<file path="src/rtl/ptc_pkg.sv">
package ptc_pkg;
  localparam int TGT_FIELD_W = 8;
  localparam int MAX_MASK_BITS = 1024;

  // Parity of the number of gates whose control mask is empty
  function automatic logic odd_plain_inverters(input logic [MAX_MASK_BITS-1:0] masks,
                                               input int gates, input int lines);
    logic acc;
    acc = 1'b0;
    for (int k = 0; k < gates; k++) begin
      logic any;
      any = 1'b0;
      for (int b = 0; b < lines; b++) any = any | masks[k*lines + b];
      if (!any) acc = ~acc;
    end
    return acc;
  endfunction
endpackage

</file>
<file path="src/rtl/ptc_parity_fold.sv">
module ptc_parity_fold #(
  parameter int P = 4
) (
  input  logic [P-1:0] lines_i,
  output logic         par_o
);
  always_comb begin
    par_o = 1'b0;
    for (int i = 0; i < P; i++) par_o = par_o ^ lines_i[i];
  end
endmodule

</file>
<file path="src/rtl/ptc_fault_dec.sv">
module ptc_fault_dec #(
  parameter int P      = 4,
  parameter int LINE_W = 3,
  parameter int BND_W  = 3,
  parameter int BND    = 0
) (
  input  logic              en_i,
  input  logic [LINE_W-1:0] line_i,
  input  logic [BND_W-1:0]  bnd_i,
  output logic [P:0]        flip_o
);
  always_comb begin
    flip_o = '0;
    if (en_i && (int'(bnd_i) == BND)) begin
      for (int i = 0; i <= P; i++) flip_o[i] = (int'(line_i) == i);
    end
  end
endmodule

</file>
<file path="src/rtl/ptc_gate_stage.sv">
module ptc_gate_stage #(
  parameter int         P    = 4,
  parameter logic [P-1:0] CTRL = '0,
  parameter logic [P-1:0] POL  = '0,
  parameter int         TGT  = 0
) (
  input  logic [P:0] lines_i,
  input  logic [P:0] flip_i,
  output logic [P:0] lines_o
);
  localparam bit HAS_CTRL = (CTRL != '0);

  logic [P:0]   faulted;
  logic [P-1:0] satisfied;
  logic         fire;

  always_comb begin
    faulted   = lines_i ^ flip_i;
    satisfied = ~CTRL | ~(faulted[P-1:0] ^ POL);
    fire      = &satisfied;
  end

  generate
    if (HAS_CTRL) begin : g_ext
      always_comb begin
        lines_o      = faulted;
        lines_o[TGT] = faulted[TGT] ^ fire;
        lines_o[P]   = faulted[P] ^ fire;
      end
    end else begin : g_inv
      always_comb begin
        lines_o      = faulted;
        lines_o[TGT] = ~faulted[TGT];
      end
    end
  endgenerate
endmodule

</file>
<file path="src/rtl/ptc_top.sv">
module ptc_top #(
  parameter int P = 4,
  parameter int G = 6,
  parameter logic [G*P-1:0] CTRL_MASK = 24'h8E9403,
  parameter logic [G*P-1:0] POL_MASK  = 24'h8E1003,
  parameter logic [G*8-1:0] TGT_IDX   = {8'd1, 8'd0, 8'd1, 8'd0, 8'd3, 8'd2},
  parameter int LINE_W = $clog2(P + 1),
  parameter int BND_W  = $clog2(G + 1)
) (
  input  logic              clk,
  input  logic              rst_n,
  input  logic [P-1:0]      data_in,
  input  logic              flt_en,
  input  logic [LINE_W-1:0] flt_line,
  input  logic [BND_W-1:0]  flt_bnd,
  output logic [P-1:0]      data_out,
  output logic              err
);
  import ptc_pkg::*;

  localparam logic CLOSE_INV =
    odd_plain_inverters(MAX_MASK_BITS'(CTRL_MASK), G, P);

  logic [P:0] lane [G+1];
  logic [P:0] flip [G+1];
  logic       open_par;
  logic       close_par;
  logic [P:0] tail;

  // Boundary fault decoders
  generate
    for (genvar b = 0; b <= G; b++) begin : g_bnd
      ptc_fault_dec #(.P(P), .LINE_W(LINE_W), .BND_W(BND_W), .BND(b)) u_dec (
        .en_i  (flt_en),
        .line_i(flt_line),
        .bnd_i (flt_bnd),
        .flip_o(flip[b])
      );
    end
  endgenerate

  // Opening fold onto the check line
  ptc_parity_fold #(.P(P)) u_open (.lines_i(data_in), .par_o(open_par));
  assign lane[0] = {open_par, data_in};

  // Gate cascade
  generate
    for (genvar k = 0; k < G; k++) begin : g_gate
      ptc_gate_stage #(
        .P   (P),
        .CTRL(CTRL_MASK[k*P +: P]),
        .POL (POL_MASK[k*P +: P]),
        .TGT (int'(TGT_IDX[k*TGT_FIELD_W +: TGT_FIELD_W]))
      ) u_stage (
        .lines_i(lane[k]),
        .flip_i (flip[k]),
        .lines_o(lane[k+1])
      );
    end
  endgenerate

  // Last boundary and closing fold
  assign tail = lane[G] ^ flip[G];
  ptc_parity_fold #(.P(P)) u_close (.lines_i(tail[P-1:0]), .par_o(close_par));

  logic [P-1:0] data_d;
  logic         err_d;

  always_comb begin
    data_d = tail[P-1:0];
    err_d  = tail[P] ^ close_par ^ CLOSE_INV;
  end

  always_ff @(posedge clk or negedge rst_n) begin
    if (!rst_n) begin
      data_out <= '0;
      err      <= 1'b0;
    end else begin
      data_out <= data_d;
      err      <= err_d;
    end
  end
endmodule

</file>
<file path="config.mk">
export PLATFORM = sky130hd
export DESIGN_NAME = ptc_top
export DESIGN_NICKNAME = d
export VERILOG_FILES = /design/src/rtl/ptc_pkg.sv /design/src/rtl/ptc_parity_fold.sv /design/src/rtl/ptc_fault_dec.sv /design/src/rtl/ptc_gate_stage.sv /design/src/rtl/ptc_top.sv
export SDC_FILE = /design/constraint.sdc
export NUM_CORES = 1
export LEC_CHECK = 0
export BUFFER_PORTS_ARGS = -buffer_cell sky130_fd_sc_hd__buf_4
export CAP_MARGIN = 20
export CORE_MARGIN = 5
export CORE_UTILIZATION = 35
export DETAILED_ROUTE_END_ITERATION = 7
export PLACE_DENSITY = 0.66
export SYNTH_ARGS = -nofsm -noshare
export SYNTH_HDL_FRONTEND = slang
export SYNTH_SLANG_ARGS = --single-unit
</file>
<file path="constraint.sdc">
create_clock -name clk -period 1.7 [get_ports clk]
set_clock_uncertainty 0.2 [all_clocks]
set_input_delay 0.17 -clock clk [delete_from_list [all_inputs] [get_ports clk]]
set_output_delay 0.17 -clock clk [all_outputs]
set_load 0.03 [all_outputs]
</file>
==> run summary <==
The flow ran to the end, but the final reports show violations. The final reports fail on negative setup slack. TritonCTS built the clock tree. Routability congestion estimate from global placement: 0.899. The final critical-path required period came out at 1780 ps. The number of nets handed over by synthesis was 97. In this run the mean area of a mapped cell was 8.06 sq um. No sink is reached through more buffers than the 2 on the longest clock path. The critical path in this run is classified as in -> reg.

The number of antenna violations at the first check in global routing came out at 0. After clock tree synthesis, the clock-pin slew on the worst setup and hold paths is 40 ps. The flip-flop cell with the highest count after synthesis was sky130_fd_sc_hd__dfrtp_1.

In this run the core area contains 16 standard-cell rows. The number of buffers inserted by post-CTS setup repair is 0, and the count of endpoints failing setup in the final report is 1. The post-layout total power is 554 uW, and the area after detailed placement is 950 sq um. The tools report the pre-CTS setup slack as -352 ps. The tools report the total track usage as 0.119. The average wire per standard cell is 10.6 um.

The power density over the cells came out at 548 nW/um^2. STA classifies the critical path startpoint as a primary input. The final instance area was 1010 sq um; the largest driver fanout on the critical path was 3. The final net count came out at 133. At the worst endpoint, the required time is 1660 ps. The fraction of layout cells with a size suffix above 1 works out to 0.395. For this block, the initial DRC count from the detailed router was 10.

The worst setup path is captured at a flip-flop. For this run, the number of Yosys warnings is 0. The tool flagged a number of max-cap violations equal to 0. For this run, design rule violations remaining after detail routing come to 0. The number of buffers created by CTS is 3, and the area share of the leading cell type in the synthesized netlist is 0.185. The logs give 2910 sq um for the die outline area and 84 for the synthesized netlist cell count. For this block, the routed nets add up to 1550 um of wire. The number of H-tree branching levels is 1. Adding up every negative setup slack in the final design gives -83.9 ps. Data arrives at the worst endpoint at 1740 ps. The area growth from synthesis to final layout is 49.4%. The run gives 4 as the first-pass iteration count of the detailed router. Dividing the detail-routed via count by the number of cells gives 4.88. Setup repair after global routing could not meet its margin everywhere.

The async set or reset register ratio after synthesis works out to 1.00. Counting flops and latches in the post-synthesis netlist gives 5. The global-route wire length before repair is 2560 um. The sequential fraction of the synthesis area came out at 0.185. Number of enable-type register cells in the synthesized netlist: 0.

Counting every sink on the clock net gives 5. In this run the cell area of the synthesized design comes to 677 sq um. The tools report the antenna violation net count after detailed routing as 0. The path class of the tightest hold or removal check is in -> reg. The tools report the leakage power of the design as 0.000471 uW. For the count of antenna diodes in the layout, the log shows 0. The initial core utilization is 0.356. 18 I/O pins were placed. The slew at the pin closest to its max-slew limit came out at 288 ps. The final number of max-transition violations is 0.

The root buffer cell is sky130_fd_sc_hd__clkbuf_4. Detailed placement finished with a half-perimeter wire length of 1340 um. Measured along the y axis, the die boundary spans 54.0 um. The run gives -83.9 ps as the final worst setup slack. After synthesis, the cell types taking the most area are sky130_fd_sc_hd__dfrtp_1, sky130_fd_sc_hd__xnor2_1, sky130_fd_sc_hd__xor2_1, sky130_fd_sc_hd__nand3_1, sky130_fd_sc_hd__a21oi_1. The synthesized design spends more area on one cell type than any other, namely sky130_fd_sc_hd__dfrtp_1. The number of global-route vias before repair was 623; the maximum resistive drop on vdd was 0.281 mV. The post-layout utilization of the core is 0.532. The horizontal extent of the die was 54.0 um.

The number of buffers inserted by port buffering is 17, and the final cycle utilization of the critical path is 1.05. For the post-synthesis cell type count, the log shows 37. Across all layers, the routed design uses 713 vias. The core region area was 1900 sq um; the pin count of the biggest net entering global routing was 10. The highest achievable clock rate is 561 MHz. The count of endpoints failing hold in the final timing report came out at 0. The worst slew slack as a fraction of its limit was 0.806. Summed over all layers, the global routing overflow is 0.
==> synth_stat cells (2+ instances only) <==
cell,count
sky130_fd_sc_hd__a21o_1,2
sky130_fd_sc_hd__a21oi_1,5
sky130_fd_sc_hd__a31oi_1,2
sky130_fd_sc_hd__and3_1,3
sky130_fd_sc_hd__buf_6,2
sky130_fd_sc_hd__clkbuf_1,2
sky130_fd_sc_hd__dfrtp_1,5
sky130_fd_sc_hd__inv_1,2
sky130_fd_sc_hd__nand2_1,3
sky130_fd_sc_hd__nand2b_1,2
sky130_fd_sc_hd__nand3_1,6
sky130_fd_sc_hd__nand4_1,2
sky130_fd_sc_hd__nor2_1,6
sky130_fd_sc_hd__nor2b_1,3
sky130_fd_sc_hd__nor3_1,3
sky130_fd_sc_hd__o211ai_1,2
sky130_fd_sc_hd__o21ai_0,4
sky130_fd_sc_hd__xnor2_1,7
sky130_fd_sc_hd__xor2_1,5
==> critical path, cell delays in order <==
cell and delay, ps:
sky130_fd_sc_hd__buf_6 100, sky130_fd_sc_hd__nor4_4 280, sky130_fd_sc_hd__nand2_2 90, sky130_fd_sc_hd__mux2_4 330, sky130_fd_sc_hd__a221o_1 260, sky130_fd_sc_hd__a21o_1 170
sky130_fd_sc_hd__a22oi_2 190, sky130_fd_sc_hd__xor2_1 160
==> metrics by stage <==
step | hold slack (ps) | cells
after detailed placement | -227 | 141
after floorplan | -326 | 84
after global placement | -229 | 141
after global routing | 10.3 | 146
after CTS | 1.58 | 146
final | 1.69 | 146
==> logic make-up after synthesis <==
| logic type | count (synthesis) | share of synthesized area |
|---|---|---|
| mux | 2 | 0.0370 |
| flops | 5 | 0.185 |
| simple gates | 35 | 0.314 |
| compound gates | 20 | 0.196 |
| xor+xnor | 13 | 0.189 |
| buf+inv | 9 | 0.0795 |
==> layout make-up <==
type | instances | area (sq um)
Sequential cell | 5 | 125
Multi-Input combinational cell | 70 | 515
Tap cell | 27 | 33.8
Clock buffer | 4 | 26.3
Inverter | 2 | 7.51
Fill cell | 186 | 891
Timing Repair Buffer | 38 | 303
==> layer usage <==
layer	share of wire	wire length (um)	vias up	track usage
li1	-	-	370	-
met1	0.44	679	330	0.143
met2	0.53	822	13	0.204
met3	0.030	47	0	0.0166
met4	0	0	0	0.0622
met5	0	0	-	0
==> cell usage in the layout (no fill, tap or decap), drive strengths merged <==
cell,synthesis,routed
and3,3,3
o21ai,4,4
and3b,1,1
a31oi,2,2
mux2i,1,1
dlygate4sd3,0,1
nand2b,2,2
xor2,5,5
a22oi,1,1
o22ai,1,1
a221o,1,1
o211ai,2,2
clkbuf,2,4
mux2,1,1
and4b,1,1
a211oi,1,1
nor4b,1,1
dfrtp,5,5
nand3,6,6
a21oi,5,5
nand4,2,2
inv,2,2
a2bb2oi,1,1
xnor3,1,1
a21o,2,2
xnor2,7,7
nor2b,3,3
nand4b,1,1
nand2,4,4
buf,5,37
nor2,6,6
nor4,1,1
nor3,3,3
and2b,1,1
==> registers in the layout, summed over array words and instances (netlist names) <==
register / cells
data_out: 4
err: 1
==> path summary, 6_finish.rpt <==
| check | start | to | slack, ps | cells past startpoint |
|---|---|---|---|---|
| min in group asynchronous | rst_n | data_out[3] | 70 | 2 |
| max in group asynchronous | rst_n | data_out[0] | 1120 | 2 |
| min | data_in[3] | data_out[3] | 2 | 2 |
| max | flt_line[2] | data_out[0] | -80 | 8 |
==> power breakdown <==
group	internal (uW)	switching, uW	leakage, uW
Combinational	140	142	0.000398
Clock	88.2	41.1	0.0000150
Sequential	138	4.78	0.0000577
==> what timing repair did <==
item | CTS | global route
pin swaps | 5 | 5
hold buffers | 1 | 0
hold endpoints to repair | 5 | 0
setup endpoints to repair | 1 | 3
gates resized for setup | 3 | 3
No activity file was read; power rests on OpenSTA's default activity.
